==> src/rtl/run_state_pkg.sv <==
package run_state_pkg;

    typedef enum logic [1:0] {
        RSC_RESET = 2'b00,
        RSC_RUN   = 2'b01,
        RSC_PAUSE = 2'b11
    } rsc_state_e;

    localparam logic [1:0] RSC_EXIT_CODE = 2'b10;

    typedef struct packed {
        logic       go;
        rsc_state_e tgt;
    } rsc_req_t;

    // Codes above the PAUSE code are outside the accepted range.
    function automatic logic code_in_range(input logic [2:0] code);
        return code <= 3'(RSC_PAUSE);
    endfunction

endpackage

==> src/rtl/rsc_req_decode.sv <==
module rsc_req_decode
    import run_state_pkg::*;
(
    input  logic       clk,
    input  logic       rst,
    input  logic       st_wr,
    input  logic [2:0] st_code,
    input  logic       swrst_wr,
    input  logic       swrst_bit,
    input  logic       xfer_err,
    input  rsc_state_e cur_state,
    input  logic       cur_valid,
    output rsc_req_t   req
);

    logic accepted;
    logic armed_q;
    logic arm_set;
    logic arm_clr;

    assign accepted = st_wr && cur_valid && code_in_range(st_code);

    always_comb begin
        req     = '{go: 1'b0, tgt: RSC_RESET};
        arm_set = 1'b0;
        arm_clr = 1'b0;
        if (swrst_wr && swrst_bit) begin
            req.go  = 1'b1;
            arm_clr = 1'b1;
        end else if (xfer_err && cur_valid && cur_state != RSC_RESET) begin
            req.go  = 1'b1;
            arm_clr = 1'b1;
        end else if (accepted) begin
            arm_clr = 1'b1;
            unique case (st_code[1:0])
                2'b00: req.go = (cur_state != RSC_PAUSE);
                2'b01: begin
                    req.go  = 1'b1;
                    req.tgt = RSC_RUN;
                end
                2'b11: begin
                    req.go  = 1'b1;
                    req.tgt = RSC_PAUSE;
                end
                default: begin
                    if (cur_state == RSC_PAUSE) begin
                        if (armed_q) begin
                            req.go = 1'b1;
                        end else begin
                            arm_set = 1'b1;
                            arm_clr = 1'b0;
                        end
                    end
                end
            endcase
        end
    end

    always_ff @(posedge clk) begin
        if (rst) begin
            armed_q <= 1'b0;
        end else if (arm_set) begin
            armed_q <= 1'b1;
        end else if (arm_clr) begin
            armed_q <= 1'b0;
        end
    end

    // a pending exit exists only while settled in PAUSE
    a_r5_arm_only_in_pause: assert property (@(posedge clk) disable iff (rst)
        armed_q |-> (cur_state == RSC_PAUSE && cur_valid));

endmodule

==> src/rtl/rsc_trans_timer.sv <==
module rsc_trans_timer
    import run_state_pkg::*;
#(
    parameter int TRANS_CYC = 4
) (
    input  logic       clk,
    input  logic       rst,
    input  rsc_req_t   req,
    output logic       busy,
    output logic       done,
    output rsc_state_e tgt
);

    localparam int CNT_W = $clog2(TRANS_CYC + 1);

    logic [CNT_W-1:0] cnt_q;
    logic             busy_q;
    rsc_state_e       tgt_q;

    assign busy = busy_q;
    assign tgt  = tgt_q;
    assign done = busy_q && (cnt_q == '0) && !req.go;

    always_ff @(posedge clk) begin
        if (rst) begin
            busy_q <= 1'b0;
            cnt_q  <= '0;
            tgt_q  <= RSC_RESET;
        end else if (req.go) begin
            busy_q <= 1'b1;
            cnt_q  <= CNT_W'(TRANS_CYC - 1);
            tgt_q  <= req.tgt;
        end else if (busy_q) begin
            if (cnt_q == '0) begin
                busy_q <= 1'b0;
            end else begin
                cnt_q <= cnt_q - 1'b1;
            end
        end
    end

    // the window counter never exceeds its load value
    a_r4_count_bound: assert property (@(posedge clk) disable iff (rst)
        busy_q |-> (cnt_q <= CNT_W'(TRANS_CYC - 1)));

    // a window with cycles left to run stays open
    a_r4_window_holds: assert property (@(posedge clk) disable iff (rst)
        (busy_q && cnt_q != '0) |=> busy_q);

endmodule

==> src/rtl/run_state_ctrl.sv <==
module run_state_ctrl
    import run_state_pkg::*;
#(
    parameter int TRANS_CYC = 4
) (
    input  logic       clk,
    input  logic       rst,
    input  logic       st_wr,
    input  logic [2:0] st_code,
    input  logic       swrst_wr,
    input  logic       swrst_bit,
    input  logic       xfer_err,
    output logic [1:0] rd_state,
    output logic       rd_valid,
    output logic       eng_en,
    output logic       fifo_en,
    output logic       fifo_flush,
    output logic       err_clr
);

    rsc_state_e state_q;
    rsc_req_t   req;
    logic       busy;
    logic       done;
    rsc_state_e tgt;
    logic       flush_q;

    rsc_req_decode u_dec (
        .clk       (clk),
        .rst       (rst),
        .st_wr     (st_wr),
        .st_code   (st_code),
        .swrst_wr  (swrst_wr),
        .swrst_bit (swrst_bit),
        .xfer_err  (xfer_err),
        .cur_state (state_q),
        .cur_valid (!busy),
        .req       (req)
    );

    rsc_trans_timer #(.TRANS_CYC(TRANS_CYC)) u_tmr (
        .clk  (clk),
        .rst  (rst),
        .req  (req),
        .busy (busy),
        .done (done),
        .tgt  (tgt)
    );

    always_ff @(posedge clk) begin
        if (rst) begin
            state_q <= RSC_RESET;
            flush_q <= 1'b0;
        end else begin
            flush_q <= done && (tgt == RSC_RESET);
            if (done) begin
                state_q <= tgt;
            end
        end
    end

    assign rd_state   = state_q;
    assign rd_valid   = !busy;
    assign eng_en     = !busy && (state_q == RSC_RUN);
    assign fifo_en    = !busy && (state_q != RSC_RESET);
    assign fifo_flush = flush_q;
    assign err_clr    = flush_q;

    // the unused encoding never appears
    a_r2_legal_state: assert property (@(posedge clk) disable iff (rst)
        rd_state != 2'b10);

    // the state field does not move while valid is low
    a_r4_state_frozen: assert property (@(posedge clk) disable iff (rst)
        !rd_valid |=> (rd_valid || $stable(rd_state)));

    // an out-of-range request with nothing else pending keeps valid high
    a_r3_bad_code_ignored: assert property (@(posedge clk) disable iff (rst)
        (rd_valid && st_wr && st_code[2] && !swrst_wr && !xfer_err) |=> rd_valid);

    // the flush pulse marks the first valid cycle in RESET
    a_r9_flush_on_entry: assert property (@(posedge clk) disable iff (rst)
        fifo_flush |-> (rd_state == 2'b00 && rd_valid && !$past(rd_valid)));

endmodule

==> config.mk <==
export PLATFORM = sky130hd
export DESIGN_NAME = run_state_ctrl
export DESIGN_NICKNAME = d
export VERILOG_FILES = /design/src/rtl/run_state_pkg.sv /design/src/rtl/rsc_req_decode.sv /design/src/rtl/rsc_trans_timer.sv /design/src/rtl/run_state_ctrl.sv
export SDC_FILE = /design/constraint.sdc
export NUM_CORES = 1
export LEC_CHECK = 0
export BUFFER_PORTS_ARGS = -buffer_cell sky130_fd_sc_hd__buf_2
export CAP_MARGIN = 20
export CORE_AREA = 3 3 40 42
export CTS_BUF_LIST = sky130_fd_sc_hd__clkbuf_8 sky130_fd_sc_hd__clkbuf_16
export DETAILED_ROUTE_END_ITERATION = 8
export DIE_AREA = 0 0 43 45
export GPL_TIMING_DRIVEN = 0
export PLACE_DENSITY = 0.68
export SYNTH_ARGS = -nofsm -noshare
export SYNTH_HDL_FRONTEND = slang
export SYNTH_SLANG_ARGS = --single-unit
export TNS_END_PERCENT = 5
==> constraint.sdc <==
create_clock -name clk -period 1.6 [get_ports clk]
set_clock_uncertainty 0.15 [all_clocks]
set_input_delay 0.32 -clock clk [delete_from_list [all_inputs] [get_ports clk]]
set_output_delay 0.32 -clock clk [all_outputs]
set_load 0.005 [all_outputs]
Word-level counts from Yosys, hierarchy flattened
Cells that the tools add are included.
{ "word_totals": {"register_bits": 10, "latch_bits": 0, "ram_bits": 0, "romBits": 0, "inputBits": 9, "output_inout_bits": 7, "elab_cells": 67, "n_memories": 0} }
{ "op_classes": {"n_addsub": 1, "mul": 0, "div": 0, "n_lt_le_gt_ge": 1, "n_eq_ne": 6, "shift": 0, "n_mux": 28, "bitwise_logic": 1, "n_reduce_logical": 23} }
{ "ops": {"columns": ["op", "n"], "rows": [
  ["$mux W1", 20],
  ["$logic_and A1 B1 Y1", 10],
  ["$mux W2", 5],
  ["$reduce_bool A2 Y1", 3],
  ["$eq A2 B1 Y1 const B", 2],
  ["$eq A2 B2 Y1 const B", 2],
  ["$logic_not A2 Y1", 2],
  ["$pmux W2 S2", 1],
  ["$reduce_and A2 Y1", 2],
  ["$reduce_or A2 Y1", 2],
  ["$le A3 B2 Y1 const B", 1],
  ["$logic_not A3 Y1", 1],
  ["$mux W3", 1],
  ["$reduce_or A3 Y1", 1],
  ["$sub A3 B1 Y3 const B", 1],
  ["$logic_not A1 Y1", 2],
  ["$ne A2 B1 Y1 const B", 1],
  ["$ne A2 B2 Y1 const B", 1],
  ["$pmux W1 S2", 1],
  ["$not A1 Y1", 1]
]} }

Longest topological paths before layout
Gate-level depths: netlist (run 1).
{ "depth": {"depth_word": 9, "depth_mapped": 6} }

By module
A second synthesis (run 1) with hierarchy kept.
{ "unflattened": {"hier_cells": 59, "area_unflattened_um2": 540.5} }
{ "by_module_without_submodules": {"columns": ["module", "instances", "cells_per_inst", "area_each_um2", "seq_area_each_um2"], "rows": [
  ["rsc_trans_timer", 1, 29, 285.3, 120.1],
  ["run_state_ctrl", 1, 13, 128.9, 60.1],
  ["rsc_req_decode", 1, 17, 126.4, 20.0]
]} }

Worst setup path before layout (run 1)
OpenSTA, ideal clock, no wires.
{ "synth_timing": {"path_type": "reg2reg", "start": "register u_tmr.cnt_q[0]", "end": "register u_tmr.cnt_q[1]", "setup_ps": 70, "arrival_time_ps": 1431, "setup_slack_ps": -51, "stages_incl_launch_ff": 7, "period_less_slack_ps": 1651, "path_cell_list": "dfxtp_1 > inv_1 > ha_1 > inv_1 > o21ai_0 > mux2_2 > a21oi_1"} }
{ "synth_via": {"elab_chain_len": 4} }
{ "synth_lines": {"columns": ["element", "line_no", "source"], "rows": [
  ["start: declaration", "rsc_trans_timer.sv:16", "logic [CNT_W-1:0] cnt_q;"],
  ["start signal: assignment", "rsc_trans_timer.sv:31", "cnt_q <= CNT_W'(TRANS_CYC - 1);"],
  ["start signal: assignment", "rsc_trans_timer.sv:37", "cnt_q <= cnt_q - 1'b1;"],
  ["$sub A3 B1 Y3", "rsc_trans_timer.sv:37", null],
  ["$mux W2", "rsc_trans_timer.sv:34", "if (cnt_q == '0) begin"],
  ["$mux W2", "rsc_trans_timer.sv:33", "end else if (busy_q) begin"],
  ["$mux W2", "rsc_trans_timer.sv:29", "end else if (req.go) begin"]
]} }
Parallel ways exist; a longest one is shown, timed or not. The select of a mux whose other input is x is not followed.
A chain may end at the register's enable or synchronous reset.

Worst setup path in the final report (run 1)
{ "layout_timing": {"start": "register u_tmr.busy_q, in the netlist u_tmr.busy", "end": "register u_tmr.cnt_q[2]"} }
{ "layout_via": {"elab_chain_len": 7} }
{ "layout_lines": {"columns": ["element", "line_no", "source"], "rows": [
  ["start: declaration", "rsc_trans_timer.sv:17", "logic busy_q;"],
  ["start signal: assignment", "rsc_trans_timer.sv:26", "busy_q <= 1'b0;"],
  ["start signal: assignment", "rsc_trans_timer.sv:30", "busy_q <= 1'b1;"],
  ["start signal: assignment", "rsc_trans_timer.sv:35", "busy_q <= 1'b0;"],
  ["$logic_not A1 Y1", "run_state_ctrl.sv:37", ".cur_valid (!busy),"],
  ["$logic_and A1 B1 Y1 (2 in series)", "rsc_req_decode.sv:21", "assign accepted = st_wr && cur_valid && code_in_range(st_code);"],
  ["$mux W3", "rsc_req_decode.sv:33", "end else if (accepted) begin"],
  ["$mux W1", "rsc_req_decode.sv:30", "end else if (xfer_err && cur_valid && cur_state != RSC_RESET) begin"],
  ["$mux W1", "rsc_req_decode.sv:27", "if (swrst_wr && swrst_bit) begin"],
  ["$reduce_or A2 Y1 (no source line)", null, null]
]} }
Parallel ways exist; a longest one is shown, timed or not.

==> run metrics, run 1 <==
Rel. slew slack 75.7%; core area 1280 um2; Initial Utilization 42.1%; Fmax 0.657 GHz; average wire per standard cell 11.7 um; final worst-path cycle share 95.1%; post-route setup slack 78.7 ps; flops & latches, synth 10; status complete, no violations; PwrDens 916 nW/um2; Syn-to-layout area delta 28.0%; DRT antenna net count 0; Root Buffer clkbuf_8; dominant cells by area after synthesis dfxtp_1 37%, a21oi_1 5.6%, a2111oi_4 5.1%; R2R setup slack 80 ps; CP required 1570 ps; # fillers 118; # port buffers 14; setup tns final 0 ps; ys flop type dfxtp_1; CP Class flip-flop to flip-flop; row count 13; count leader, synth dfxtp_1; Commonest cells post-synth 10 x dfxtp_1, 6 x a21oi_1, 4 x inv_1, 4 x nand2_1, 4 x nor2_1; Setup crit start kind flip-flop; YS warnings 0; DRC viols 0; CTS clk-pin slew, worst paths 40 ps; Worst Max-Slew Pin Slew 364 ps; Post-DP Area 629 um2; Fin. Hold Viols 0; fin area 692 um2; largest area contributor in the netlist dfxtp_1; Setup violations, final 0; min Tclk post-route 1520 ps; Worst IR Drop VDD 577 uV; Synth Cell Area 541 um2; Async SR Flop Fraction 0%; cts hold-fix bufs 0; layout cell share with drive strength beyond 1 43.2%; Final #Nets 87; H-tree depth 1; antenna violations before repair 0; Yosys top cell area share 37.0%; Max Cap Violations 0; Mapped Cells 57; CTS tree yes; vias per cell 5.17; leakage 0.000277 uW; Seq/Total Area, Yosys 37.0%; final core utilization 53.8%; io pins 16; CTS Buf Count 3; vias in the first global route 432; CP max FO 7; RSZ-0062 raised after global routing no; syn avg cell area 9.48 um2; Longest Clk Path Bufs 2; crit path DAT 1490 ps; total die area 1940 um2; Post-synth EDFFs 0; Ant. Diodes 0; max-slew violations 0; Final GP Congestion 0.697; GRT Util Overall 12.7%; total grt overflow 0; clock sink count 10; first-pass GRT wire length 1.74 mm; Crit. End Element flip-flop; die width 43 um; post-synth cell types 28; fin cells 89; setup bufs post-CTS 0; Vias 460; drt first pass iters 4; Hold/Removal Path Class input port to flip-flop; Post-Place Setup Slack -76.0 ps; Clk Latency, worst-skew pair 230 ps; routed wire length 1.04 mm; Iter 0 DRT Violations 8; Placed Cells 86; Syn Nets 68; die height 45 um; largest net degree at the start of global routing 9
-- metrics by stage --
step / total power, uW / hold WS (ps)
2_1_floorplan: 346 / 266
3_3_place_gp: 373 / 301
3_5_place_dp: 377 / 299
4_1_cts: 632 / 195
5_1_grt: 664 / 204
6_report: 634 / 188
-- power breakdown --
| group | switching (uW) | internal, uW | leakage [uW] |
|---|---|---|---|
| Sequential | 11.3 | 263 | 0.0000819 |
| Combinational | 55.1 | 52.4 | 0.000174 |
| Clock | 88.2 | 164 | 0.0000216 |
-- cell type report --
| class | instances | area (um2) | share of cell area, % |
|---|---|---|---|
| Buffer | 2 | 15.0 | 2.17 |
| Clock buffer | 3 | 41.3 | 5.97 |
| Inverter | 4 | 15.0 | 2.17 |
| Multi-Input combinational cell | 41 | 330 | 47.7 |
| Sequential cell | 10 | 201 | 29.1 |
| Tap cell | 15 | 18.8 | 2.71 |
| Timing Repair Buffer | 14 | 70.1 | 10.1 |
-- logic make-up after synthesis --
family / after synthesis / share of synthesized area (%)
compound gates: 14 / 20.6
xor+xnor: 1 / 1.62
fa+ha+maj: 2 / 4.63
buf+inv: 6 / 5.56
flops: 10 / 37.0
mux: 4 / 7.87
simple gates: 20 / 22.7
-- critical path: stages, from the launching register on --
cell and delay [ps]:
dfxtp_2 360, or3b_4 420, o31a_1 320, nor3b_2 170
-- sequential cells by signal, indices dropped and copies added (netlist names) --
signal / flops
err_clr: 1
rd_state: 2
u_dec.armed_q: 1
u_tmr.busy: 1
u_tmr.cnt_q: 3
u_tmr.tgt: 2
-- what timing repair did --
item                                    in CTS  in global routing
endpoints found under the setup margin       4                  7
gates resized for setup                      2                  5
gates cloned                                 0                  0
pin swaps                                    1                  2
-- layout by cell type (no fill, tap or decap), types with 2 or more instances in the layout --
master,netlist,final
mux2i_1,2,2
nor2_1,4,4
inv_2,0,2
a21oi_1,6,6
dfxtp_1,10,9
mux2_2,2,2
buf_2,0,14
nand2_1,4,4
nor3b_1,3,3
clkbuf_8,0,3
inv_1,4,2
-- final timing paths --
path / cells past startpoint / endpoint / startpoint
max: 3 / u_tmr.cnt_q[2] / u_tmr.busy
min reg2reg: 1 / err_clr / u_tmr.tgt[0]
min: 2 / u_tmr.busy / rst
max reg2reg: 3 / u_tmr.cnt_q[2] / u_tmr.busy
-- routing by layer --
metal,vias up,part of all wire (%),global-route usage (%)
met1,203,48,15.3
met3,2,10,5.18
met5,-,0,0
li1,237,-,-
met4,0,1.6,9.04
met2,18,41,18.3
(Power assumes the default switching activity.)
==> run 2, diff against run 1 <==
Settings changed: SETUP_SLACK_MARGIN set to 0.1.
==> run 2 against run 1 <==
Sequential share of layout area down 1.7 points. Via count up 1.7%. Worst hold slack better by 9.0 ps. Cell area up 7.6%. Clock-buffer cell count up 1. Wire length up 4.3%. Die area unchanged. Utilization up 4.1 points. Clock power up 25%. Non-clock buffer count up 2.
==> run metrics, run 2 (synthesized netlist as in run 1, its figures left out) <==
status complete, no violations; Fin. Hold Viols 0; crit path DAT 1520 ps; # port buffers 14; Worst Max-Slew Pin Slew 368 ps; Root Buffer clkbuf_8; antenna violations before repair 0; routed wire length 1.09 mm; final worst-path cycle share 96.7%; drt first pass iters 5; Iter 0 DRT Violations 2; Initial Utilization 42.1%; Final #Nets 89; CP max FO 7; max-slew violations 0; Critical Path Max Stage Delay 400 ps; clock sink count 10; Reg-to-Reg Start u_tmr.busy; Syn-to-layout area delta 37.7%; Longest Clk Path Bufs 2; core area 1280 um2; vias in the first global route 456; average wire per standard cell 11.8 um; commonest non-fill, non-tap cell in the layout buf_2; CP Class flip-flop to flip-flop; Ant. Diodes 0; Setup violations, final 0; cts hold-fix bufs 0; post-DP HPWL 794 um; row count 13; total grt overflow 0; vias per cell 5.09; Clk Latency, worst-skew pair 240 ps; RSZ-0062 raised after global routing yes; Crit. End Element flip-flop; die height 45 um; CTS clk-pin slew, worst paths 40 ps; Hold Path Stages 2; Final GP Congestion 0.716; leakage 0.000300 uW; Max Cap Violations 0; slowest stage cell on the critical path or3b_4; # fillers 115; hold_sp rst; layout cell share with drive strength beyond 1 49.4%; total power 711 uW; CTS tree yes; Fmax 0.647 GHz; max reg flops 3; DRC viols 0; largest net degree at the start of global routing 9; GRT Util Overall 13.9%; CTS Buf Count 3; first-pass GRT wire length 1.88 mm; DRT antenna net count 0; r2r endpoint u_tmr.cnt_q[2]; H-tree depth 1; Setup crit start kind flip-flop; min Tclk post-route 1550 ps; R2R setup slack 50 ps; crit-path cells or3b_4 > o31a_1 > nor3b_2; die width 43 um; Top reg by flops u_tmr.cnt_q; Hold/Removal Path Class input port to flip-flop; Fin Hold WS 197 ps; Rel. slew slack 75.4%; WHS Endpoint u_tmr.busy; Worst IR Drop VDD 690 uV; commonest cells after routing, fill and taps aside 14 x buf_2, 9 x dfxtp_1, 6 x a21oi_1; total die area 1940 um2; CP required 1570 ps; PwrDens 955 nW/um2; io pins 16; Vias 468; reg2reg path depth 3
[run 2: critical path, delay by kind of cell (launching register included)]
kind | cells | cell delay (ps)
AOI/OAI and AO/OA | 1 | 350
DFF | 1 | 360
and+or+nand+nor | 2 | 570
[run 2: how the worst max path moves through the flow]
| stage | cells past startpoint | slack, ps | startpoint | to |
|---|---|---|---|---|
| 2_1_floorplan | 6 | 100 | u_tmr.cnt_q[0] | rd_state[0] |
| 3_3_place_gp | 4 | -50 | st_code[2] | u_tmr.cnt_q[2] |
| 3_5_place_dp | 4 | -60 | st_code[2] | u_tmr.cnt_q[2] |
| 4_1_cts | 3 | 90 | u_tmr.busy | u_tmr.cnt_q[2] |
| 5_1_grt | 6 | -10 | u_tmr.cnt_q[0] | rd_state[0] |
| 6_report | 3 | 50 | u_tmr.busy | u_tmr.cnt_q[2] |
[run 2: stage by stage]
step / utilization (%) / setup TNS, ps / instance area (um2) / setup WS [ps] / cells
4_1_cts: 56.4 / 0 / 724 / 94.3 / 91
6_report: 57.9 / 0 / 744 / 53.2 / 92
2_1_floorplan: - / 0 / 544 / 95.1 / 57
3_5_place_dp: 49.3 / -139 / 633 / -55.5 / 86
5_1_grt: 57.9 / -19.8 / 744 / -11.3 / 92
3_3_place_gp: 49.3 / -58.3 / 633 / -52.8 / 86
[run 2: routing by layer]
layer | vias up | global-route usage [%] | part of all wire (%)
met5 | - | 0 | 0
met4 | 0 | 12.7 | 4.5
met3 | 7 | 5.18 | 9.6
met2 | 19 | 20.7 | 40
met1 | 199 | 15.5 | 46
li1 | 243 | - | -
[run 2: report_power, final]
group | leakage [uW] | total, uW | switching, uW | internal (uW)
logic | 0.000189 | 123 | 59.4 | 63.8
clock network | 0.0000288 | 314 | 97.8 | 216
registers | 0.0000822 | 274 | 11.4 | 262
[run 2: area by class of cell]
class	count	area (um2)	area share, %
inverter	4	15.0	2.02
clock buffer	4	55.1	7.39
multi-input combinational	41	352	47.2
buffer	2	15.0	2.02
sequential	10	204	27.4
timing repair buffer	16	85.1	11.4
tap	15	18.8	2.52
[run 2: what timing repair did]
item / CTS / global route
gates cloned: 0 / 0
resized for setup: 7 / 4
setup endpoints to repair: 7 / 9
setup buffers: 1 / 1
pin swaps: 3 / 2
